===== src/rtl/dcd_pkg.sv =====
`timescale 1ns/1ps
package dcd_pkg;
  localparam logic [7:0] LEAD_BYTE  = 8'hAF;
  localparam logic [7:0] OP_SETREG  = 8'h20;
  localparam logic [7:0] OP_ARRAY   = 8'h68;
  localparam logic [7:0] OP_FILL    = 8'h69;
  localparam logic [7:0] OP_COPY    = 8'h6A;
  localparam logic [7:0] OP_FLUSH   = 8'hA0;
  localparam logic [7:0] OP_NOP     = 8'hAF;
  localparam logic [7:0] OP_RUNLEN  = 8'h6B;
  localparam logic [7:0] OP_PACKED  = 8'h78;

  localparam int PIX_W = 16;
  localparam int CNT_W = 9;

  typedef enum logic [3:0] {
    ST_LEAD, ST_OP, ST_ARGS, ST_PIX_HI, ST_PIX_LO,
    ST_FILL_CNT, ST_FILL_HI, ST_FILL_LO, ST_COPY, ST_FLUSH, ST_PASS
  } dstate_e;

  function automatic logic [CNT_W-1:0] count_of(input logic [7:0] b);
    return (b == 8'd0) ? CNT_W'(256) : CNT_W'(b);
  endfunction

  function automatic logic [CNT_W-1:0] clip_to(input logic [CNT_W-1:0] want,
                                               input logic [CNT_W-1:0] left);
    return (want > left) ? left : want;
  endfunction
endpackage


===== src/rtl/dcd_rst_sync.sv =====
`timescale 1ns/1ps
module dcd_rst_sync #(
  parameter int STAGES = 2
) (
  input  logic clk,
  input  logic rst_n,
  output logic rst_n_sync
);
  logic [STAGES-1:0] chain_q;

  always_ff @(posedge clk or negedge rst_n) begin
    if (!rst_n) chain_q <= '0;
    else        chain_q <= {chain_q[STAGES-2:0], 1'b1};
  end

  assign rst_n_sync = chain_q[STAGES-1];
endmodule


===== src/rtl/dcd_pixgen.sv =====
`timescale 1ns/1ps
module dcd_pixgen
  import dcd_pkg::*;
#(
  parameter int OFF_W = 24
) (
  input  logic             clk,
  input  logic             rst_n,
  input  logic             load,
  input  logic [OFF_W-1:0] ld_off,
  input  logic [PIX_W-1:0] ld_pix,
  input  logic [CNT_W-1:0] ld_n,
  output logic             busy,
  output logic             pix_valid,
  input  logic             pix_ready,
  output logic [OFF_W-1:0] pix_offset,
  output logic [PIX_W-1:0] pix_data
);
  logic [CNT_W-1:0] rem_q, rem_d;
  logic [OFF_W-1:0] off_q, off_d;
  logic [PIX_W-1:0] pix_q, pix_d;
  logic             en;

  always_comb begin
    rem_d = rem_q;
    off_d = off_q;
    pix_d = pix_q;
    if (load) begin
      rem_d = ld_n;
      off_d = ld_off;
      pix_d = ld_pix;
    end else if (busy && pix_ready) begin
      rem_d = rem_q - CNT_W'(1);
      off_d = off_q + OFF_W'(1);
    end
  end

  assign busy = (rem_q != '0);
  assign en   = load | (busy & pix_ready);

  always_ff @(posedge clk or negedge rst_n) begin
    if (!rst_n) begin
      rem_q <= '0;
      off_q <= '0;
      pix_q <= '0;
    end else if (en) begin
      rem_q <= rem_d;
      off_q <= off_d;
      pix_q <= pix_d;
    end
  end

  assign pix_valid  = busy;
  assign pix_offset = off_q;
  assign pix_data   = pix_q;

  // a stalled pixel holds still
  a_r13_pix_hold: assert property (@(posedge clk) disable iff (!rst_n)
    (pix_valid && !pix_ready) |=> (pix_valid && $stable(pix_offset) && $stable(pix_data)));

  // consecutive pixels of one run step the offset by one
  a_r4_offset_step: assert property (@(posedge clk) disable iff (!rst_n)
    (pix_valid && pix_ready && rem_q > CNT_W'(1)) |=>
      (pix_valid && pix_offset == $past(pix_offset) + OFF_W'(1) && $stable(pix_data)));

  // the parser never overwrites a pending pixel
  a_r9_no_clobber: assert property (@(posedge clk) disable iff (!rst_n)
    load |-> !busy);
endmodule


===== src/rtl/dcd_parser.sv =====
`timescale 1ns/1ps
module dcd_parser
  import dcd_pkg::*;
#(
  parameter int OFF_W         = 24,
  parameter bit PIX_MSB_FIRST = 1'b1
) (
  input  logic             clk,
  input  logic             rst_n,
  input  logic             in_valid,
  input  logic [7:0]       in_data,
  output logic             in_ready,
  input  logic             pix_busy,
  output logic             gen_load,
  output logic [OFF_W-1:0] gen_off,
  output logic [PIX_W-1:0] gen_pix,
  output logic [CNT_W-1:0] gen_n,
  output logic             reg_we,
  output logic [7:0]       reg_addr,
  output logic [7:0]       reg_data,
  output logic             cp_valid,
  input  logic             cp_ready,
  output logic [OFF_W-1:0] cp_dst,
  output logic [OFF_W-1:0] cp_src,
  output logic [CNT_W-1:0] cp_count,
  output logic             flush_pulse,
  output logic             sync_err,
  output logic             pt_valid,
  input  logic             pt_ready,
  output logic [7:0]       pt_data,
  output logic [7:0]       pt_op,
  input  logic             pt_done
);
  localparam int OFF_BYTES = OFF_W / 8;
  localparam int ARG_W     = 2 * OFF_W + 8;
  localparam int HDR_BYTES = OFF_BYTES + 1;
  localparam int CPY_BYTES = 2 * OFF_BYTES + 1;
  localparam int NEED_W    = $clog2(CPY_BYTES + 1);

  dstate_e          state_q, state_d;
  logic [ARG_W-1:0] args_q, args_d;
  logic [NEED_W-1:0] need_q, need_d;
  logic [7:0]       op_q, op_d;
  logic [CNT_W-1:0] left_q, left_d;
  logic [CNT_W-1:0] chunk_q, chunk_d;
  logic [OFF_W-1:0] off_q, off_d;
  logic [7:0]       hi_q, hi_d;
  logic [7:0]       addr_q, addr_d, val_q, val_d, ptop_q, ptop_d;
  logic             we_q, we_d, flush_q, flush_d, sync_q, sync_d;
  logic             take;
  logic [PIX_W-1:0] pix_word;

  generate
    if (PIX_MSB_FIRST) begin : g_hi_first
      assign pix_word = {hi_q, in_data};
    end else begin : g_lo_first
      assign pix_word = {in_data, hi_q};
    end
  endgenerate

  always_comb begin
    case (state_q)
      ST_LEAD, ST_OP, ST_ARGS, ST_PIX_HI, ST_FILL_CNT, ST_FILL_HI: in_ready = 1'b1;
      ST_PIX_LO, ST_FILL_LO: in_ready = !pix_busy;
      ST_PASS:               in_ready = pt_ready && !pt_done;
      default:               in_ready = 1'b0;
    endcase
  end

  assign take = in_valid && in_ready;

  always_comb begin
    state_d  = state_q;
    args_d   = args_q;
    need_d   = need_q;
    op_d     = op_q;
    left_d   = left_q;
    chunk_d  = chunk_q;
    off_d    = off_q;
    hi_d     = hi_q;
    addr_d   = addr_q;
    val_d    = val_q;
    ptop_d   = ptop_q;
    we_d     = 1'b0;
    flush_d  = 1'b0;
    sync_d   = 1'b0;
    gen_load = 1'b0;
    gen_n    = CNT_W'(1);
    cp_valid = 1'b0;
    pt_valid = 1'b0;
    case (state_q)
      ST_LEAD: if (take) begin
        if (in_data == LEAD_BYTE) state_d = ST_OP;
        else                      sync_d  = 1'b1;
      end
      ST_OP: if (take) begin
        op_d = in_data;
        case (in_data)
          OP_SETREG: begin need_d = NEED_W'(2);         state_d = ST_ARGS; end
          OP_ARRAY, OP_FILL: begin need_d = NEED_W'(HDR_BYTES); state_d = ST_ARGS; end
          OP_COPY:   begin need_d = NEED_W'(CPY_BYTES); state_d = ST_ARGS; end
          OP_FLUSH:  state_d = ST_FLUSH;
          OP_NOP:    state_d = ST_LEAD;
          OP_RUNLEN, OP_PACKED: begin ptop_d = in_data; state_d = ST_PASS; end
          default:   begin sync_d = 1'b1; state_d = ST_LEAD; end
        endcase
      end
      ST_ARGS: if (take) begin
        args_d = {args_q[ARG_W-9:0], in_data};
        need_d = need_q - NEED_W'(1);
        if (need_q == NEED_W'(1)) begin
          case (op_q)
            OP_SETREG: begin
              we_d    = 1'b1;
              addr_d  = args_q[7:0];
              val_d   = in_data;
              state_d = ST_LEAD;
            end
            OP_ARRAY: begin
              off_d   = args_q[OFF_W-1:0];
              left_d  = count_of(in_data);
              state_d = ST_PIX_HI;
            end
            OP_FILL: begin
              off_d   = args_q[OFF_W-1:0];
              left_d  = count_of(in_data);
              state_d = ST_FILL_CNT;
            end
            OP_COPY: state_d = ST_COPY;
            default: state_d = ST_LEAD;
          endcase
        end
      end
      ST_PIX_HI: if (take) begin
        hi_d    = in_data;
        state_d = ST_PIX_LO;
      end
      ST_PIX_LO: if (take) begin
        gen_load = 1'b1;
        off_d    = off_q + OFF_W'(1);
        left_d   = left_q - CNT_W'(1);
        state_d  = (left_q == CNT_W'(1)) ? ST_LEAD : ST_PIX_HI;
      end
      ST_FILL_CNT: if (take) begin
        chunk_d = clip_to(count_of(in_data), left_q);
        state_d = ST_FILL_HI;
      end
      ST_FILL_HI: if (take) begin
        hi_d    = in_data;
        state_d = ST_FILL_LO;
      end
      ST_FILL_LO: if (take) begin
        gen_load = 1'b1;
        gen_n    = chunk_q;
        off_d    = off_q + OFF_W'(chunk_q);
        left_d   = left_q - chunk_q;
        state_d  = (left_q == chunk_q) ? ST_LEAD : ST_FILL_CNT;
      end
      ST_COPY: begin
        cp_valid = 1'b1;
        if (cp_ready) state_d = ST_LEAD;
      end
      ST_FLUSH: if (!pix_busy) begin
        flush_d = 1'b1;
        state_d = ST_LEAD;
      end
      ST_PASS: begin
        pt_valid = in_valid && !pt_done;
        if (pt_done) state_d = ST_LEAD;
      end
      default: state_d = ST_LEAD;
    endcase
  end

  always_ff @(posedge clk or negedge rst_n) begin
    if (!rst_n) begin
      state_q <= ST_LEAD;
      we_q    <= 1'b0;
      flush_q <= 1'b0;
      sync_q  <= 1'b0;
    end else begin
      state_q <= state_d;
      we_q    <= we_d;
      flush_q <= flush_d;
      sync_q  <= sync_d;
    end
  end

  always_ff @(posedge clk or negedge rst_n) begin
    if (!rst_n) begin
      args_q  <= '0;
      need_q  <= '0;
      op_q    <= '0;
      left_q  <= '0;
      chunk_q <= '0;
      off_q   <= '0;
      hi_q    <= '0;
      addr_q  <= '0;
      val_q   <= '0;
      ptop_q  <= '0;
    end else if (take) begin
      args_q  <= args_d;
      need_q  <= need_d;
      op_q    <= op_d;
      left_q  <= left_d;
      chunk_q <= chunk_d;
      off_q   <= off_d;
      hi_q    <= hi_d;
      addr_q  <= addr_d;
      val_q   <= val_d;
      ptop_q  <= ptop_d;
    end
  end

  assign gen_off     = off_q;
  assign gen_pix     = pix_word;
  assign reg_we      = we_q;
  assign reg_addr    = addr_q;
  assign reg_data    = val_q;
  assign flush_pulse = flush_q;
  assign sync_err    = sync_q;
  assign pt_data     = in_data;
  assign pt_op       = ptop_q;
  assign cp_dst      = args_q[ARG_W-1 -: OFF_W];
  assign cp_count    = count_of(args_q[OFF_W+7 -: 8]);
  assign cp_src      = args_q[OFF_W-1:0];

  // a register write strobe never lasts two cycles
  a_r3_we_single: assert property (@(posedge clk) disable iff (!rst_n)
    reg_we |=> !reg_we);

  // a pending copy holds its fields and blocks the input
  a_r8_copy_hold: assert property (@(posedge clk) disable iff (!rst_n)
    (cp_valid && !cp_ready) |=>
      (cp_valid && $stable(cp_dst) && $stable(cp_src) && $stable(cp_count)));
  a_r8_copy_block: assert property (@(posedge clk) disable iff (!rst_n)
    cp_valid |-> !in_ready);

  // a chunk in flight never exceeds what the total still owes
  a_r7_chunk_clip: assert property (@(posedge clk) disable iff (!rst_n)
    (state_q == ST_FILL_HI || state_q == ST_FILL_LO) |->
      (chunk_q != '0 && chunk_q <= left_q));

  // a sync error comes alone
  a_r2_sync_alone: assert property (@(posedge clk) disable iff (!rst_n)
    sync_err |-> (!reg_we && !flush_pulse));
endmodule


===== src/rtl/dispcmd_decoder.sv =====
`timescale 1ns/1ps
module dispcmd_decoder
  import dcd_pkg::*;
#(
  parameter int OFF_W         = 24,
  parameter bit PIX_MSB_FIRST = 1'b1
) (
  input  logic             clk,
  input  logic             rst_n,
  input  logic             in_valid,
  input  logic [7:0]       in_data,
  output logic             in_ready,
  output logic             reg_we,
  output logic [7:0]       reg_addr,
  output logic [7:0]       reg_data,
  output logic             pix_valid,
  input  logic             pix_ready,
  output logic [OFF_W-1:0] pix_offset,
  output logic [PIX_W-1:0] pix_data,
  output logic             cp_valid,
  input  logic             cp_ready,
  output logic [OFF_W-1:0] cp_dst,
  output logic [OFF_W-1:0] cp_src,
  output logic [CNT_W-1:0] cp_count,
  output logic             flush_pulse,
  output logic             sync_err,
  output logic             pt_valid,
  input  logic             pt_ready,
  output logic [7:0]       pt_data,
  output logic [7:0]       pt_op,
  input  logic             pt_done
);
  logic             rst_n_s;
  logic             pix_busy;
  logic             gen_load;
  logic [OFF_W-1:0] gen_off;
  logic [PIX_W-1:0] gen_pix;
  logic [CNT_W-1:0] gen_n;

  dcd_rst_sync #(.STAGES(2)) u_rst (
    .clk        (clk),
    .rst_n      (rst_n),
    .rst_n_sync (rst_n_s)
  );

  dcd_parser #(.OFF_W(OFF_W), .PIX_MSB_FIRST(PIX_MSB_FIRST)) u_parse (
    .clk         (clk),
    .rst_n       (rst_n_s),
    .in_valid    (in_valid),
    .in_data     (in_data),
    .in_ready    (in_ready),
    .pix_busy    (pix_busy),
    .gen_load    (gen_load),
    .gen_off     (gen_off),
    .gen_pix     (gen_pix),
    .gen_n       (gen_n),
    .reg_we      (reg_we),
    .reg_addr    (reg_addr),
    .reg_data    (reg_data),
    .cp_valid    (cp_valid),
    .cp_ready    (cp_ready),
    .cp_dst      (cp_dst),
    .cp_src      (cp_src),
    .cp_count    (cp_count),
    .flush_pulse (flush_pulse),
    .sync_err    (sync_err),
    .pt_valid    (pt_valid),
    .pt_ready    (pt_ready),
    .pt_data     (pt_data),
    .pt_op       (pt_op),
    .pt_done     (pt_done)
  );

  dcd_pixgen #(.OFF_W(OFF_W)) u_pix (
    .clk        (clk),
    .rst_n      (rst_n_s),
    .load       (gen_load),
    .ld_off     (gen_off),
    .ld_pix     (gen_pix),
    .ld_n       (gen_n),
    .busy       (pix_busy),
    .pix_valid  (pix_valid),
    .pix_ready  (pix_ready),
    .pix_offset (pix_offset),
    .pix_data   (pix_data)
  );

  // flush is only signalled once the pixel stage is empty
  a_r9_flush_drained: assert property (@(posedge clk) disable iff (!rst_n_s)
    flush_pulse |-> !pix_valid);

  // forwarding and copy requests never overlap
  a_r11_pass_exclusive: assert property (@(posedge clk) disable iff (!rst_n_s)
    pt_valid |-> (!cp_valid && !reg_we));
endmodule


===== config.mk =====
export PLATFORM = sky130hd
export DESIGN_NAME = dispcmd_decoder
export DESIGN_NICKNAME = d
export VERILOG_FILES = /design/src/rtl/dcd_pkg.sv /design/src/rtl/dcd_rst_sync.sv /design/src/rtl/dcd_pixgen.sv /design/src/rtl/dcd_parser.sv /design/src/rtl/dispcmd_decoder.sv
export SDC_FILE = /design/constraint.sdc
export NUM_CORES = 1
export LEC_CHECK = 0
export ABC_AREA = 1
export BUFFER_PORTS_ARGS = -buffer_cell sky130_fd_sc_hd__buf_2
export CAP_MARGIN = 25
export CORE_ASPECT_RATIO = 0.6
export CORE_MARGIN = 3
export CORE_UTILIZATION = 64
export CTS_CLUSTER_SIZE = 8
export DETAILED_ROUTE_END_ITERATION = 8
export HOLD_SLACK_MARGIN = 0.12
export PLACE_DENSITY = 0.87
export SYNTH_ARGS = -nofsm -noshare
export SYNTH_HDL_FRONTEND = slang
export SYNTH_SLANG_ARGS = --single-unit

===== constraint.sdc =====
create_clock -name clk -period 12.9 [get_ports clk]
set_input_delay 2.58 -clock clk [delete_from_list [all_inputs] [get_ports clk]]
set_output_delay 2.58 -clock clk [all_outputs]
set_load 0.1 [all_outputs]

==> results.rst, run 1 <==
.. list-table::
   :header-rows: 1

   * - Metric
     - Value
   * - Maximum number of pins on one net before global-route repair
     - 86
   * - RSZ-0062 raised after global routing
     - false
   * - Remaining global-route overflow
     - 0
   * - Skew final
     - 0.0118 ns
   * - Final design utilization
     - 72.8%
   * - Max Fanout on Critical Path
     - 4
   * - Most used DFF post-synth
     - dfrtp_1
   * - Critical path class
     - primary input to primary output
   * - Async set-reset flop share out of synthesis
     - 100%
   * - Required arrival time at the worst endpoint
     - 10.32 ns
   * - Horizontal die dimension
     - 182 um
   * - Number of nets still failing antenna checks after routing
     - 0
   * - Root Driver
     - clkbuf_16
   * - Maximum clock path buffer count
     - 2
   * - Vias in the first global route
     - 9678
   * - Yosys warning count
     - 0
   * - Total vias in the final route
     - 11.2k
   * - Clock Sink Count
     - 199
   * - Count of flip-flops with a built-in enable after synthesis
     - 0
   * - I/O Buffers
     - 150
   * - Summed instance area of the synthesized netlist
     - 11900 um^2
   * - Hold crit path type
     - flop to asynchronous set/reset pin
   * - Final Slew Violations
     - 0
   * - Worst Path Arrival
     - 3.52 ns
   * - DRC violation total after the first TritonRoute iteration
     - 1731
   * - Clock-pin slew on the worst setup and hold paths
     - 0.08 ns
   * - Vias per cell
     - 5.64
   * - Final Hold Vio Count
     - 0
   * - Layout Cells excl Fill
     - 1985
   * - Fin crit share
     - 47.3%
   * - Antenna violations before repair
     - 0
   * - Final wirelength
     - 33.0 mm
   * - Run status
     - completed
   * - Total track usage
     - 32.3%
   * - Total nets after synthesis
     - 1727
   * - Signed area change from the synthesized netlist to the final layout
     - 8.24%
   * - Count of distinct cell types in the synthesized netlist
     - 40
   * - Number of failing setup endpoints in the final timing report
     - 0
   * - Source of the worst register-to-register timing path
     - u_parse.state_q[2]
   * - I/O Pins
     - 151
   * - Die height
     - 112 um
   * - Crit path launch
     - pt_done
   * - TritonCTS clock tree
     - built
   * - Fraction of layout cells with a size suffix above 1
     - 12.8%
   * - Kind of launch point of the worst setup path
     - primary input
   * - Syn Area/Cell
     - 7.09 um^2
   * - Seq/Total Area, Yosys
     - 41.9%
   * - Detailed-route wire length per cell
     - 16.6 um
   * - Cell count after placement
     - 1952
   * - Initial Util
     - 67.3%
   * - Static leakage power
     - 7.00 nW
   * - Worst rel slew slack
     - 38.2%
   * - Floorplan die area
     - 20300 um^2
   * - Final critical path time including I/O delays and setup
     - 6.10 ns
   * - Count of fill cells added during filler insertion
     - 1433
   * - Total Neg Setup Slack
     - 0 ns
   * - Number of levels the H-tree was split into
     - 4
   * - Count of hold-fix buffers inserted at cts
     - 0
   * - Fin nets
     - 1788
   * - Global-route wire length before repair
     - 52.2 mm
   * - Pre-antenna DRT Iters
     - 6
   * - # DRC
     - 0
   * - Flip-flop and latch count after synthesis
     - 199
   * - Type of destination of the critical path
     - primary output
   * - Pwr/cell area
     - 234 nW/um^2
   * - Count of instances resized after the clock tree is built
     - 0
   * - Worst hold slack across all endpoints
     - 0.328 ns
   * - Number of instances in the synthesized netlist
     - 1677
   * - Post-CTS Setup Bufs
     - 0
   * - Worst-margin pin slew
     - 0.927 ns
   * - Maximum VDD drop
     - 0.423 mV
   * - Row count
     - 37
   * - Core area
     - 17700 um^2
   * - CTS Buf Count
     - 17
   * - Placer Congestion
     - 1.01
   * - Antenna Diode Count
     - 0
   * - Maximum Capacitance Violations
     - 0
   * - Highest attainable clock frequency
     - 164 MHz
   * - Worst-skew pair later-pin latency
     - 0.45 ns
   * - Post-DP HPWL
     - 24.3 mm
[critical path: stages]
cell	delay [ns]
buf_2	0.09
inv_1	0.06
nand2_1	0.05
nor2_1	0.10
nor2_1	0.08
nand2_2	0.12
buf_2	0.44
[synthesized netlist by cell type, types with 2 or more instances]
library cell	instances	share of area [%]
nand2_1	653	21
dfrtp_1	199	42
inv_1	162	5.1
nand3_1	142	6.0
nor2_1	120	3.8
o21ai_0	76	3.2
buf_4	64	4.0
o21ai_1	38	1.6
clkbuf_1	33	1.0
ha_1	33	3.5
nand4_1	26	1.4
xor2_1	20	1.5
nor3_1	15	0.63
a21oi_1	13	0.55
or2_2	12	0.63
buf_2	11	0.46
xnor2_1	9	0.66
nand3b_1	8	0.50
inv_2	6	0.19
nand2_2	6	0.32
buf_6	5	0.47
o21ai_2	4	0.29
a31oi_1	2	0.11
fa_1	2	0.34
nor2_2	2	0.11
o211ai_1	2	0.13
[per-layer routing]
| metal | vias up | GRT usage (%) | wire [um] |
|---|---|---|---|
| met3 | 32 | 13.2 | 5430 |
| met5 | - | 2.59 | 73 |
| li1 | 5339 | - | - |
| met1 | 5124 | 53.4 | 15400 |
| met2 | 708 | 38.1 | 11800 |
| met4 | 2 | 6.03 | 291 |
[logic make-up after synthesis]
| group | count (synthesis) | share of synthesized area [%] |
|---|---|---|
| other cells | 1 | 0.0315 |
| flops | 199 | 41.9 |
| fa+ha+maj | 35 | 3.81 |
| xor+xnor | 29 | 2.14 |
| compound gates | 140 | 6.20 |
| buf+inv | 282 | 11.3 |
| simple gates | 991 | 34.6 |
[sequential cells by signal, indices dropped and copies added (netlist names)]
signal,cells
u_pix.rem_q,9
u_parse.gen_off,24
u_pix.pix_data,16
u_parse.chunk_q,9
u_parse.args_q,56
u_parse.sync_err,1
u_rst.chain_q,2
u_parse.pt_op,8
u_parse.need_q,3
u_parse.reg_data,8
u_parse.left_q,9
u_parse.reg_addr,8
u_pix.pix_offset,24
u_parse.hi_q,8
u_parse.op_q,8
u_parse.state_q,4
u_parse.flush_pulse,1
u_parse.reg_we,1
[path summary, 6_finish.rpt]
kind / cells past startpoint / endpoint / slack [ns]
max: 7 / in_ready / 6.80
min: 0 / u_parse.gen_off[18] / 0.33
max reg2reg: 11 / u_parse.args_q[39] / 9.13
min reg2reg: 0 / u_parse.gen_off[18] / 0.33
max in group asynchronous: 1 / u_rst.chain_q[1] / 10.88
min in group clk: 0 / u_rst.chain_q[1] / 0.35
[cell type report]
class / count / area [um^2] / area share, %
tap: 234 / 293 / 2.27
clock inverter: 15 / 165 / 1.28
inverter: 169 / 634 / 4.93
clock buffer: 17 / 425 / 3.30
sequential: 199 / 4980 / 38.7
multi-input combinational: 1196 / 5570 / 43.2
timing repair buffer: 155 / 808 / 6.28
[where the power goes]
part | internal, W | leakage, nW | switching (W)
Sequential | 0.000786 | 2.59 | 0.000181
Combinational | 0.000296 | 4.12 | 0.00122
Clock | 0.000260 | 0.284 | 0.000273
Total | 0.00134 | 7.00 | 0.00167
[stage by stage]
step	cell area, um^2	total power (W)	setup slack (ns)
4_1_cts	12800	0.00299	6.79
3_5_place_dp	12300	0.00246	6.79
6_report	12900	0.00302	6.80
2_1_floorplan	11900	0.00225	6.31
5_1_grt	12900	0.00317	6.71
3_3_place_gp	12300	0.00243	6.82
[cell usage in the layout, fill, tap and decap left out, types with 8 or more instances in the layout]
master | synthesis | layout
a21oi_1 | 13 | 13
buf_2 | 11 | 150
clkbuf_16 | 0 | 17
dfrtp_1 | 199 | 198
ha_1 | 33 | 33
inv_1 | 162 | 162
nand2_1 | 653 | 653
nand3_1 | 142 | 142
nand3b_1 | 8 | 8
nand4_1 | 26 | 26
nor2_1 | 120 | 120
nor3_1 | 15 | 15
o21ai_0 | 76 | 76
o21ai_1 | 38 | 38
or2_2 | 12 | 12
xnor2_1 | 9 | 9
xor2_1 | 20 | 20
Note: power is estimated with default switching activity, not from simulation.
==> inputs of run 2 (changes only) <==
CORE_UTILIZATION = 59   (was 64)
PLACE_DENSITY = 0.81   (was 0.87)
clock period = 6.05 ns   (was 12.9 ns; I/O delays follow)
==> results.rst, run 2 (synthesis results as in run 1) <==
.. list-table::
   :header-rows: 1

   * - Metric
     - Value
   * - Final Slew Violations
     - 0 (unchanged)
   * - Total vias in the final route
     - 11.2k (-0.42%)
   * - Depth of the worst register-to-register path
     - 11 (unchanged)
   * - Ordered cell list for the critical path
     - inv_2 > nor2_4 > nand2_1 > nand2_2 > nand2_2 > nand2_2 > buf_2
   * - Final design instance area without fill
     - 12900 um^2 (about the same)
   * - Final Hold Vio Count
     - 0 (unchanged)
   * - Worst slack, placed
     - 2.31 ns (-4.48 ns)
   * - Number of nets still failing antenna checks after routing
     - 0 (unchanged)
   * - Count of hold-fix buffers inserted at cts
     - 0 (unchanged)
   * - Vias per cell
     - 5.54 (-1.9%)
   * - Most frequent cells in the layout
     - nand2_1 (653), dfrtp_1 (198), inv_1 (162)
   * - Pre-antenna DRT Iters
     - 6 (unchanged)
   * - I/O Pins
     - 151 (unchanged)
   * - Run status
     - completed
   * - End of the critical path
     - in_ready
   * - Maximum clock path buffer count
     - 2 (unchanged)
   * - Worst R2R Setup Slack
     - 2.18 ns (-6.95 ns)
   * - Row count
     - 39 (+5.4%)
   * - Max Fanout on Critical Path
     - 36 (+32)
   * - Critical Path Most Common Cell
     - nand2_2
   * - Final design utilization
     - 66.3% (-6.5 points)
   * - Reg with most FFs
     - u_parse.args_q
   * - Met2 track demand over resource
     - 38.5% (+0.47 points)
   * - Slowest cell on crit path
     - nand2_2
   * - Clock-pin slew on the worst setup and hold paths
     - 0.08 ns (about the same)
   * - Final critical path time including I/O delays and setup
     - 4.18 ns
   * - DRC violation total after the first TritonRoute iteration
     - 1621 (-6.4%)
   * - CTS Buf Count
     - 17 (unchanged)
   * - Clock Sink Count
     - 199 (unchanged)
   * - Worst-skew pair later-pin latency
     - 0.45 ns (about the same)
   * - Total Neg Setup Slack
     - 0 ns (unchanged)
   * - Maximum Capacitance Violations
     - 0 (unchanged)
   * - Met3 track demand over resource
     - 11.5% (-1.8 points)
   * - Commonest non-fill, non-tap cell in the layout
     - nand2_1
   * - Total track usage
     - 31.1% (-1.1 points)
   * - Count of instances resized after the clock tree is built
     - 0 (unchanged)
   * - Highest attainable clock frequency
     - 239 MHz
   * - Crit path launch
     - u_parse.state_q[2]
   * - Global routing met1 resource utilization
     - 50.9% (-2.6 points)
   * - Reg-to-Reg End
     - u_parse.reg_addr[7]
   * - Antenna Diode Count
     - 0 (unchanged)
   * - Fin nets
     - 1786 (-0.11%)
   * - Hold crit path type
     - flop to flop
   * - Post-CTS Setup Bufs
     - 0 (unchanged)
   * - Max incr delay on CP
     - 0.73 ns (+0.29 ns)
   * - Placed instance area
     - 12300 um^2 (+0.39%)
   * - I/O Buffers
     - 150 (unchanged)
   * - Worst rel slew slack
     - 30.3% (-7.9 points)
   * - Number of levels the H-tree was split into
     - 4 (unchanged)
   * - Source of the worst register-to-register timing path
     - u_parse.state_q[2]
   * - Horizontal die dimension
     - 189 um (+4.0%)
   * - Kind of launch point of the worst setup path
     - flop
   * - Skew final
     - 0.0155 ns (+0.00375 ns)
   * - Type of destination of the critical path
     - primary output
   * - Root Driver
     - clkbuf_16
   * - Worst Path Arrival
     - 2.97 ns (-0.55 ns)
   * - # DRC
     - 0 (unchanged)
   * - Static leakage power
     - 6.97 nW (-0.32%)
   * - Post-route setup slack
     - 1.87 ns (-4.92 ns)
   * - Core area
     - 19400 um^2 (+9.8%)
   * - Remaining global-route overflow
     - 0 (unchanged)
   * - Antenna violations before repair
     - 0 (unchanged)
   * - Fin crit share
     - 69.0%
   * - Post-DP HPWL
     - 24.7 mm (+1.6%)
   * - Detailed-route wire length per cell
     - 16.6 um (about the same)
   * - Final wirelength
     - 33.5 mm (+1.6%)
   * - Maximum number of pins on one net before global-route repair
     - 198 (+130%)
   * - Floorplan die area
     - 22000 um^2 (+8.1%)
   * - Number of failing setup endpoints in the final timing report
     - 0 (unchanged)
   * - Pwr/cell area
     - 498 nW/um^2 (+110%)
   * - Worst-margin pin slew
     - 1.05 ns (+0.119 ns)
   * - TritonCTS clock tree
     - built
   * - Vias in the first global route
     - 9913 (+2.4%)
   * - Global-route wire length before repair
     - 53.3 mm (+2.2%)
   * - RSZ-0062 raised after global routing
     - false
   * - Final Power
     - 0.00641 W (+110%)
   * - Maximum VDD drop
     - 0.768 mV (+82%)
   * - Critical path class
     - flop to primary output
   * - Fraction of layout cells with a size suffix above 1
     - 12.7% (-0.092 points)
   * - Number of flip-flops under the largest register name
     - 56 (unchanged)
   * - Initial Util
     - 61.2% (-6.0 points)
   * - Required arrival time at the worst endpoint
     - 4.84 ns (-5.48 ns)
   * - Placer Congestion
     - 1.02 (+1.3%)
   * - Die height
     - 116 um (+3.9%)
   * - Signed area change from the synthesized netlist to the final layout
     - 8.17% (about the same)
   * - GR peak layer
     - met1
==> run 2: cell types whose count changed in the layout (fill, tap and decap cells not counted) <==
cell / change
buf_4: -2
clkinv_8: -2
buf_12: +1
buf_16: -1
clkinv_2: +1
nor2_1: -1
nor2_2: +1
==> run 2: report_power, final <==
group	leakage, nW	switching (W)	internal, W
clock	0.274	0.000566	0.000544
sequential	2.59	0.000381	0.00168
combinational	4.11	0.00261	0.000631
==> run 2: metal layers <==
| metal | share of wire (%) | up-vias |
|---|---|---|
| li1 | - | 5335 |
| met1 | 48 | 5157 |
| met2 | 37 | 638 |
| met3 | 15 | 28 |
| met4 | 0.79 | 0 |
| met5 | 0 | - |
==> run 2: area by class of cell <==
| class | count | area [um^2] |
|---|---|---|
| Clock buffer | 17 | 425 |
| Clock inverter | 14 | 138 |
| Fill cell | 1731 | 6550 |
| Inverter | 169 | 634 |
| Multi-Input combinational cell | 1196 | 5570 |
| Sequential cell | 199 | 4980 |
| Tap cell | 266 | 333 |
| Timing Repair Buffer | 153 | 786 |
==> run 2: how the worst min path moves through the flow <==
stage	from	end	depth (start not counted)
floorplan	u_rst.chain_q[0]	u_rst.chain_q[1]	0
global placement	u_rst.chain_q[0]	u_rst.chain_q[1]	0
global route	u_rst.chain_q[0]	u_rst.chain_q[1]	0
detailed placement	u_rst.chain_q[0]	u_rst.chain_q[1]	0
finish	u_rst.chain_q[0]	u_rst.chain_q[1]	0
CTS	u_rst.chain_q[0]	u_rst.chain_q[1]	0
==> run 2: metrics by stage <==
| stage | cells | hold slack, ns |
|---|---|---|
| finish | 2014 | 0.359 |
| CTS | 2014 | 0.362 |
| global route | 2014 | 0.363 |
| floorplan | 1677 | 0.331 |
| detailed placement | 1983 | 0.345 |
| global placement | 1983 | 0.337 |
==> run 2: worst max-delay path, delay by kind of cell (launching register included) <==
kind | cells | cell delay (ns)
buf+inv | 2 | 0.53
simple gates | 5 | 1.55
flops | 1 | 0.43
